<file path="src/rtl/sdly_pkg.sv">
// Package: shared types for the falling-edge SDA delay unit.
// Holds the output state encoding used by the edge controller.
package sdly_pkg;

    // Output state: released high, high with a fall pending, driven low.
    typedef enum logic [1:0] {
        ST_HIGH = 2'd0,
        ST_HOLD = 2'd1,
        ST_LOW  = 2'd2
    } sdly_state_e;

endpackage

</file>
<file path="src/rtl/sdly_ctrl_reg.sv">
// Module: sdly_ctrl_reg
// Holds the lower half of the control word and updates it with a masked
// write: upper-half bit n+HALF_W enables the update of lower bit n.
// Assumes REG_W is even and that the field positions fit in the lower half.
module sdly_ctrl_reg #(
    parameter int REG_W   = 32,
    parameter int DIV_W   = 7,
    parameter int CNT_W   = 4,
    parameter int EN_POS  = 0,
    parameter int DIV_POS = 1,
    parameter int CNT_POS = 12
) (
    input  logic             clk,
    input  logic             rst_n,
    input  logic             wr_en,
    input  logic [REG_W-1:0] wr_data,
    output logic             dly_en,
    output logic [DIV_W-1:0] dly_div,
    output logic [CNT_W-1:0] dly_cnt
);
    localparam int HALF_W = REG_W / 2;
    localparam logic [HALF_W-1:0] EN_MASK  = HALF_W'(1) << EN_POS;
    localparam logic [HALF_W-1:0] DIV_MASK = ((HALF_W'(1) << DIV_W) - HALF_W'(1)) << DIV_POS;
    localparam logic [HALF_W-1:0] CNT_MASK = ((HALF_W'(1) << CNT_W) - HALF_W'(1)) << CNT_POS;
    localparam logic [HALF_W-1:0] USED_MASK = EN_MASK | DIV_MASK | CNT_MASK;

    logic [HALF_W-1:0] hold_q;
    logic [HALF_W-1:0] wr_mask;
    logic [HALF_W-1:0] wr_val;
    logic              unused_spare;

    assign wr_mask = wr_data[REG_W-1:HALF_W];
    assign wr_val  = wr_data[HALF_W-1:0];

    // Merge the written value into the stored word, bit by bit under the mask.
    always_ff @(posedge clk) begin
        if (!rst_n) begin
            hold_q <= '0;
        end else if (wr_en) begin
            hold_q <= (hold_q & ~wr_mask) | (wr_val & wr_mask);
        end
    end

    // Break out the fields the delay path uses.
    always_comb begin
        dly_en  = hold_q[EN_POS];
        dly_div = hold_q[DIV_POS +: DIV_W];
        dly_cnt = hold_q[CNT_POS +: CNT_W];
    end

    // Spare bits are storage only and have no function.
    assign unused_spare = ^(hold_q & ~USED_MASK);

endmodule

</file>
<file path="src/rtl/sdly_prescaler.sv">
// Module: sdly_prescaler
// Divides the reference clock by (div + 1) while a delay runs.
// A load restarts the division; tick is high in the cycle the count is zero.
// Assumes load and run are never high together.
module sdly_prescaler #(
    parameter int DIV_W = 7
) (
    input  logic             clk,
    input  logic             rst_n,
    input  logic             load,
    input  logic             run,
    input  logic [DIV_W-1:0] div,
    output logic             tick
);
    logic [DIV_W-1:0] pre_q;

    // Count down from div and reload on reaching zero.
    always_ff @(posedge clk) begin
        if (!rst_n) begin
            pre_q <= '0;
        end else if (load) begin
            pre_q <= div;
        end else if (run) begin
            pre_q <= (pre_q == '0) ? div : pre_q - DIV_W'(1);
        end
    end

    // One tick per (div + 1) running cycles.
    assign tick = run && (pre_q == '0);

endmodule

</file>
<file path="src/rtl/sdly_edge_ctrl.sv">
// Module: sdly_edge_ctrl
// Owns the SDA output. Rising input passes at once. A falling input is held
// for dly_cnt prescaler ticks when active, or passes in one cycle otherwise.
// A rise during the hold cancels it.
// Assumes the settings stay unchanged while a fall is pending.
module sdly_edge_ctrl
    import sdly_pkg::*;
#(
    parameter int CNT_W = 4
) (
    input  logic             clk,
    input  logic             rst_n,
    input  logic             sda_in,
    input  logic             active,
    input  logic [CNT_W-1:0] dly_cnt,
    input  logic             tick,
    output logic             load,
    output logic             run,
    output logic             pending,
    output logic             sda_out
);
    sdly_state_e      state_q, state_n;
    logic [CNT_W-1:0] ticks_q, ticks_n;

    // Next state and tick count from the input level and the settings.
    always_comb begin
        state_n = state_q;
        ticks_n = ticks_q;
        load    = 1'b0;
        if (!active) begin
            state_n = sda_in ? ST_HIGH : ST_LOW;
        end else if (sda_in) begin
            state_n = ST_HIGH;
        end else begin
            case (state_q)
                ST_HIGH: begin
                    state_n = ST_HOLD;
                    ticks_n = dly_cnt;
                    load    = 1'b1;
                end
                ST_HOLD: begin
                    if (tick) begin
                        if (ticks_q == CNT_W'(1)) begin
                            state_n = ST_LOW;
                        end else begin
                            ticks_n = ticks_q - CNT_W'(1);
                        end
                    end
                end
                default: state_n = ST_LOW;
            endcase
        end
    end

    // Register the state and the remaining ticks.
    always_ff @(posedge clk) begin
        if (!rst_n) begin
            state_q <= ST_HIGH;
            ticks_q <= '0;
        end else begin
            state_q <= state_n;
            ticks_q <= ticks_n;
        end
    end

    // Run the prescaler only while a fall is held and the input stays low.
    assign run     = active && !sda_in && (state_q == ST_HOLD);
    assign pending = (state_q == ST_HOLD);
    assign sda_out = (state_q != ST_LOW);

endmodule

</file>
<file path="src/rtl/sda_fall_delay.sv">
// Module: sda_fall_delay (top)
// Delays only the falling edges of SDA by cnt * (div + 1) reference cycles,
// with settings taken from a masked-write control word.
// Assumes one clock cycle is the 40 ns base step and inputs are synchronous.
module sda_fall_delay #(
    parameter int REG_W   = 32,
    parameter int DIV_W   = 7,
    parameter int CNT_W   = 4,
    parameter int EN_POS  = 0,
    parameter int DIV_POS = 1,
    parameter int CNT_POS = 12
) (
    input  logic             clk,
    input  logic             rst_n,
    input  logic             wr_en,
    input  logic [REG_W-1:0] wr_data,
    input  logic             sda_in,
    output logic             sda_out
);
    logic             dly_en;
    logic [DIV_W-1:0] dly_div;
    logic [CNT_W-1:0] dly_cnt;
    logic             active;
    logic             load;
    logic             run;
    logic             tick;
    logic             pending;

    sdly_ctrl_reg #(
        .REG_W  (REG_W),
        .DIV_W  (DIV_W),
        .CNT_W  (CNT_W),
        .EN_POS (EN_POS),
        .DIV_POS(DIV_POS),
        .CNT_POS(CNT_POS)
    ) u_ctrl (
        .clk    (clk),
        .rst_n  (rst_n),
        .wr_en  (wr_en),
        .wr_data(wr_data),
        .dly_en (dly_en),
        .dly_div(dly_div),
        .dly_cnt(dly_cnt)
    );

    // The delay applies only when enabled with a nonzero count.
    assign active = dly_en && (dly_cnt != '0);

    sdly_prescaler #(
        .DIV_W(DIV_W)
    ) u_pre (
        .clk  (clk),
        .rst_n(rst_n),
        .load (load),
        .run  (run),
        .div  (dly_div),
        .tick (tick)
    );

    sdly_edge_ctrl #(
        .CNT_W(CNT_W)
    ) u_edge (
        .clk    (clk),
        .rst_n  (rst_n),
        .sda_in (sda_in),
        .active (active),
        .dly_cnt(dly_cnt),
        .tick   (tick),
        .load   (load),
        .run    (run),
        .pending(pending),
        .sda_out(sda_out)
    );

endmodule

</file>
<file path="config.mk">
export PLATFORM = sky130hd
export DESIGN_NAME = sda_fall_delay
export DESIGN_NICKNAME = d
export VERILOG_FILES = /design/src/rtl/sdly_pkg.sv /design/src/rtl/sdly_ctrl_reg.sv /design/src/rtl/sdly_prescaler.sv /design/src/rtl/sdly_edge_ctrl.sv /design/src/rtl/sda_fall_delay.sv
export SDC_FILE = /design/constraint.sdc
export NUM_CORES = 1
export LEC_CHECK = 0
export BUFFER_PORTS_ARGS = -buffer_cell sky130_fd_sc_hd__buf_2
export CORE_MARGIN = 1
export CORE_UTILIZATION = 35
export CTS_CLUSTER_DIAMETER = 200
export DETAILED_ROUTE_END_ITERATION = 7
export SYNTH_ARGS = -nofsm -noshare
export SYNTH_HDL_FRONTEND = slang
export SYNTH_SLANG_ARGS = --single-unit
</file>
<file path="constraint.sdc">
create_clock -name clk -period 2.3 [get_ports clk]
set_input_delay 0.115 -clock clk [delete_from_list [all_inputs] [get_ports clk]]
set_output_delay 0.115 -clock clk [all_outputs]
set_load 0.05 [all_outputs]
</file>
**Word level (Yosys, flattened, before mapping)**

Cells that the tools add are included.

- Bits of input ports: 36
- Output and inout bits: 1
- Logic and storage cells: 45
- Flip-flop bits (word level): 29

- Reductions and logical operators: 12
- Equal/unequal tests: 7
- Bitwise operators: 5
- Multiplexer cells: 15
- Add/sub/neg operators: 2

Operators by type and width:

| cell | number |
|---|---|
| AND 16 bit | 2 |
| two-way mux 7 bit | 3 |
| NOT 16 bit | 1 |
| OR 16 bit | 1 |
| two-way mux 2 bit | 5 |
| two-way mux 4 bit | 2 |
| != test 4 bit, second input constant | 2 |
| case mux 4 bit (2 select lines) | 1 |
| logical NOT 7 bit | 1 |
| subtractor 7 x 1 -> 7 bit, second input constant | 1 |
| != test 2 bit, second input constant | 3 |
| AND reduction 5 bit | 1 |
| == test 4 x 1 -> 1 bit, second input constant | 1 |
| logical AND 1 bit | 4 |
| case mux 2 bit (2 select lines) | 1 |
| nonzero test 2 bit | 2 |
| nonzero test 4 bit | 1 |
| subtractor 4 x 1 -> 4 bit, second input constant | 1 |
| two-way mux 1 bit | 3 |
| == test 2 x 1 -> 1 bit, second input constant | 1 |
| logical NOT 2 bit | 1 |
| AND reduction 2 bit | 1 |
| logical NOT 1 bit | 1 |
| NOT 1 bit | 1 |

**Logic depth before layout (Yosys ltp)**

- Word-level depth: 9
- Depth in mapped cells: 7
- Gate-level depth less buffers: 6

**By module**

A second synthesis with hierarchy kept.

- Cell total of the unflattened synthesis: 171
- Area total of the unflattened synthesis: 1406.3 um2

By module, submodules not included:

| module | cells an instance | times used | area an instance (um2) | seq. area each (um2) |
|---|---|---|---|---|
| sdly_ctrl_reg | 63 | 1 | 523.0 | 240.2 |
| sdly_prescaler | 63 | 1 | 483.0 | 140.1 |
| sdly_edge_ctrl | 44 | 1 | 389.1 | 120.1 |
| sda_fall_delay | 1 | 1 | 11.3 | 0.0 |

**Least setup slack after synthesis**

Ideal clock, no wire load.

- Path kind: reg-to-reg
- From: register u_pre.pre_q[0]
- To: register u_edge.ticks_q[3]
- Cell stages (with the launch flop): 8
- Slack: 0.330 ns
- Buffers on the path: 1
- Arrival: 1.835 ns
- Clock period less this slack: 1.970 ns
- Required time: 2.165 ns
- Setup time: 0.135 ns
- Cell sequence: dfxtp_1 > inv_1 > ha_1 > or4b_1 > buf_2 > o31a_1 > o311ai_0 > o41ai_1

- Word-level cells in the longest chain between the ends: 4

RTL lines:

| what | RTL line | text |
|---|---|---|
| from (decl) | sdly_prescaler.sv:15 | `logic [DIV_W-1:0] pre_q;` |
| from (signal assigned) | sdly_prescaler.sv:22 | `pre_q <= div;` |
| from (signal assigned) | sdly_prescaler.sv:24 | `pre_q <= (pre_q == '0) ? div : pre_q - DIV_W'(1);` |
| logical NOT 7 bit | sdly_prescaler.sv:29 | `assign tick = run && (pre_q == '0);` |
| logical AND 1 bit | sdly_prescaler.sv:29 |  |
| != test 2 bit (no source line) | -- |  |
| AND reduction 5 bit (no source line) | -- |  |
| to (signal assigned) | sdly_edge_ctrl.sv:62 | `ticks_q <= ticks_n;` |
| to (decl) | sdly_edge_ctrl.sv:23 | `logic [CNT_W-1:0] ticks_q, ticks_n;` |

Every way passes these cells.
A chain may end at the register's enable or synchronous reset.

**Worst setup path after layout**

Ends and elaborated chain as after synthesis.

==> PnR_summary.wiki <==
{| class="wikitable"
! Metric !! Value
|-
| Result of the run || finished, final reports clean
|-
| Placement-stage worst setup slack || 0.2373 ns
|-
| Total Negative Setup Slacks || 0 ns
|-
| List of cells traversed by the critical path || inv_1 > ha_1 > or4b_1 > o31a_1 > o311ai_0 > o41ai_1
|-
| Cells taking the most area after synthesis || sky130_fd_sc_hd__dfxtp_1, sky130_fd_sc_hd__nand2_1, sky130_fd_sc_hd__a21oi_1, sky130_fd_sc_hd__nand3_1, sky130_fd_sc_hd__ha_1
|-
| Buffering stage count on the worst path with inverters included || 1
|-
| Estimated wirelength of the detail-placed design || 2239 µm
|-
| Die extent in y || 64.60 µm
|-
| Post-synthesis sequential area ratio || 36.50%
|-
| Share of the synthesized area in the top cell type || 36.50%
|-
| TritonCTS clock tree || done
|-
| Delay of the slowest cell on the worst path || 0.46 ns
|-
| Initial Util || 36.90%
|-
| Via-per-instance ratio || 5.351
|-
| Count of unresolved DRC violations after routing || 0
|-
| Clock input transition at the sequential cells of the worst setup and hold paths || 0.09 ns
|-
| Most used DFF post-synth || sky130_fd_sc_hd__dfxtp_1
|-
| RD Place Congestion || 0.7825
|-
| Nets@finish || 241
|-
| Worst clock skew || 0.005277 ns
|-
| Final wirelength || 3073 µm
|-
| Number of buffer cells added on primary ports || 28
|-
| Horizontal extent of the die || 64.60 µm
|-
| Cell family contributing the most delay on the critical path || compound AO/OA/AOI/OAI gates
|-
| Top Ports || 37
|-
| Area growth, synth to finish || 16.24%
|-
| Setup repair after global routing missed its margin || false
|-
| Data required time of the worst path || 2.44 ns
|-
| Avg Synthesized Cell Area || 7.881 µm²
|-
| Clock network latency to the later pin of the worst-skew pair || 0.27 ns
|-
| Post-route standard cell area excluding fillers || 1594 µm²
|-
| Slew headroom || 55.05%
|-
| H-tree Lvls || 1
|-
| Final count of negative-setup-slack endpoints || 0
|-
| Area of the die || 4173 µm²
|-
| Transition time at the pin with the least slew margin || 0.6735 ns
|-
| Worst min-delay path class || in2reg
|-
| Filler instances || 390
|-
| Crit path launch type || register
|-
| DRC violation total after the first TritonRoute iteration || 45
|-
| Ant. Diodes || 0
|-
| Average detailed-routed wire length per instance || 12.39 µm
|-
| Highest achievable clock rate || 0.4825 GHz
|-
| Dominant cell type by area after synthesis || sky130_fd_sc_hd__dfxtp_1
|-
| Share of cell area taken by muxes after synthesis || 1.460%
|-
| Setup Fix Bufs, Post-CTS || 0
|-
| CP arrival || 2.21 ns
|-
| Clock sink count || 25
|-
| Clock tree root driver cell || sky130_fd_sc_hd__clkbuf_8
|-
| Vias after detailed routing || 1,327
|-
| Cell with the largest stage delay on the worst path || sky130_fd_sc_hd__or4b_1
|-
| Post-synth EDFFs || 0
|-
| Area of the core || 3716 µm²
|-
| Drt pass-1 iters || 4
|-
| Number of antenna-violating nets in the routed design || 0
|-
| Category of the worst setup path capture point || register
|-
| Num CTS Buffers || 3
|-
| Seq cells post-synth || 25
|-
| WS Path Type || reg2reg
|-
| Total power divided by cell area || 517.2 nW/µm²
|-
| Area share of xor/xnor cells in the synthesized design || 1.277%
|-
| Cell area after synthesis || 1371 µm²
|-
| Overall global routing resource usage || 16.74%
|-
| Area share of and/or/nand/nor cells after synthesis || 29.01%
|-
| Period Utilization, post-route || 90.12%
|-
| Layout cell share with drive strength beyond 1 || 21.00%
|-
| Largest net degree at the start of global routing || 25
|-
| Leakage component of the power || 0.6031 nW
|-
| Quantity of hold-fixing buffers added after cts || 0
|-
| Main combinational cell family by area after synthesis || simple AND/OR/NAND/NOR gates
|-
| Initial antenna violation count || 0
|-
| Post-synthesis cell count || 174
|-
| Global route total overflow || 0
|-
| Via count of the first global-routing pass || 1,195
|-
| Count of yosys warnings during synthesis || 0
|-
| Post-Synth Adder-Cell Area || 3.650%
|-
| Max Buffers Root-to-Sink || 2
|-
| FFs w/ async S/R, synth || 0%
|-
| Area fraction in compound gates after synthesis || 21.44%
|-
| Cell row count || 22
|-
| Global-route wire length before repair || 5457 µm
|-
| Number of hold violations in the final report || 0
|-
| MaxCap Viol Count || 0
|-
| Post-Route Hold Slack || 0.07523 ns
|-
| Setup slack after layout || 0.2273 ns
|-
| Post-CTS resize count || 0
|-
| Biggest fanout along the worst timing path || 6
|-
| Post-synth cell types || 41
|-
| Time the worst path needs with I/O delays and setup || 2.073 ns
|-
| Cell Area, Placed || 1544 µm²
|-
| Number of pins with negative max-slew slack in the final report || 0
|-
| Worst IR Drop VDD || 273.4 µV
|-
| Syn nets || 214
|}
per-layer routing:
metal / global-route usage, % / wire [µm] / vias to the layer above
met5: 0 / 0 / -
met1: 23.02 / 1541 / 584
met4: 6.944 / 45 / 0
li1: - / - / 693
met2: 25.13 / 1326 / 46
met3: 3.521 / 160 / 4
tightest hold or removal path, delay by kind of cell:
kind | cells | cell delay, ns
AO/OA/AOI/OAI | 1 | 0.05
AND/OR/NAND/NOR | 1 | 0.05
buffers and inverters | 1 | 0.09
placed cells by master (no fill, tap or decap), types with 4 or more instances in the layout:
| cell type | synthesis | layout |
|---|---|---|
| sky130_fd_sc_hd__a21oi_1 | 16 | 16 |
| sky130_fd_sc_hd__buf_2 | 1 | 28 |
| sky130_fd_sc_hd__buf_4 | 0 | 5 |
| sky130_fd_sc_hd__dfxtp_1 | 25 | 25 |
| sky130_fd_sc_hd__ha_1 | 4 | 4 |
| sky130_fd_sc_hd__inv_1 | 7 | 7 |
| sky130_fd_sc_hd__nand2_1 | 29 | 29 |
| sky130_fd_sc_hd__nand3_1 | 14 | 14 |
| sky130_fd_sc_hd__nand4_1 | 4 | 4 |
| sky130_fd_sc_hd__nor2_1 | 8 | 8 |
| sky130_fd_sc_hd__nor2b_1 | 4 | 4 |
| sky130_fd_sc_hd__nor3_1 | 7 | 7 |
| sky130_fd_sc_hd__nor4_1 | 5 | 5 |
| sky130_fd_sc_hd__o2111ai_1 | 4 | 4 |
cell usage after synthesis (2+ instances only):
library cell	number
sky130_fd_sc_hd__a21oi_1	16
sky130_fd_sc_hd__a311o_1	2
sky130_fd_sc_hd__buf_6	2
sky130_fd_sc_hd__clkbuf_1	6
sky130_fd_sc_hd__dfxtp_1	25
sky130_fd_sc_hd__ha_1	4
sky130_fd_sc_hd__inv_1	7
sky130_fd_sc_hd__mux2i_1	2
sky130_fd_sc_hd__nand2_1	29
sky130_fd_sc_hd__nand2b_1	2
sky130_fd_sc_hd__nand3_1	14
sky130_fd_sc_hd__nand4_1	4
sky130_fd_sc_hd__nor2_1	8
sky130_fd_sc_hd__nor2b_1	4
sky130_fd_sc_hd__nor3_1	7
sky130_fd_sc_hd__nor3b_1	2
sky130_fd_sc_hd__nor4_1	5
sky130_fd_sc_hd__o2111ai_1	4
sky130_fd_sc_hd__o21ai_0	3
sky130_fd_sc_hd__o311ai_0	3
sky130_fd_sc_hd__o31a_1	2
sky130_fd_sc_hd__o31ai_1	2
sky130_fd_sc_hd__or2_2	2
sky130_fd_sc_hd__xnor2_1	2
cell type report:
cell class	count	area, µm²	area share (%)
Clock buffer	3	41.29	2.590
Sequential cell	25	500.5	31.40
Inverter	7	26.28	1.648
Tap cell	48	60.06	3.768
Timing Repair Buffer	33	177.7	11.15
Multi-Input combinational cell	131	779.5	48.90
Clock inverter	1	8.758	0.5495
cell families (layout without fill, tap and decap cells):
| kind of cell | Yosys count | count (layout) |
|---|---|---|
| buffers and inverters | 18 | 44 |
| flip-flops | 25 | 25 |
| multiplexers | 2 | 2 |
| AND/OR/NAND/NOR | 81 | 81 |
| XOR/XNOR | 2 | 2 |
| AO/OA/AOI/OAI | 42 | 42 |
| adder cells (fa/ha/maj) | 4 | 4 |
report_power, final:
group | total [mW] | leakage (nW) | internal [mW] | switching, mW
sequential | 0.454 | 0.203 | 0.444 | 0.00970
clock | 0.276 | 0.0261 | 0.127 | 0.149
combinational | 0.0941 | 0.374 | 0.0415 | 0.0526
total | 0.824 | 0.603 | 0.613 | 0.212
path summary, 6_finish.rpt:
check	startpoint	end	cells past startpoint	slack (ns)
worst min register to register	register	register	2	0.46
worst min-delay path	wr_data[6]	register	3	0.08
worst max-delay path	u_pre.pre_q[0]$_SDFFE_PN0P_	u_edge.ticks_q[3]$_SDFFE_PN0P_	6	0.23
worst max register to register	u_pre.pre_q[0]$_SDFFE_PN0P_	u_edge.ticks_q[3]$_SDFFE_PN0P_	6	0.23
stage by stage:
stage                     total power [mW]  cells  utilization (%)
final                               0.8245    248            42.90
after global placement              0.5571    244            41.55
after floorplan                     0.5148    174                -
after global routing                0.8749    248            42.90
after detailed placement            0.5580    244            41.55
after CTS                           0.8389    248            42.90
Power figures use the tool's default switching activity.
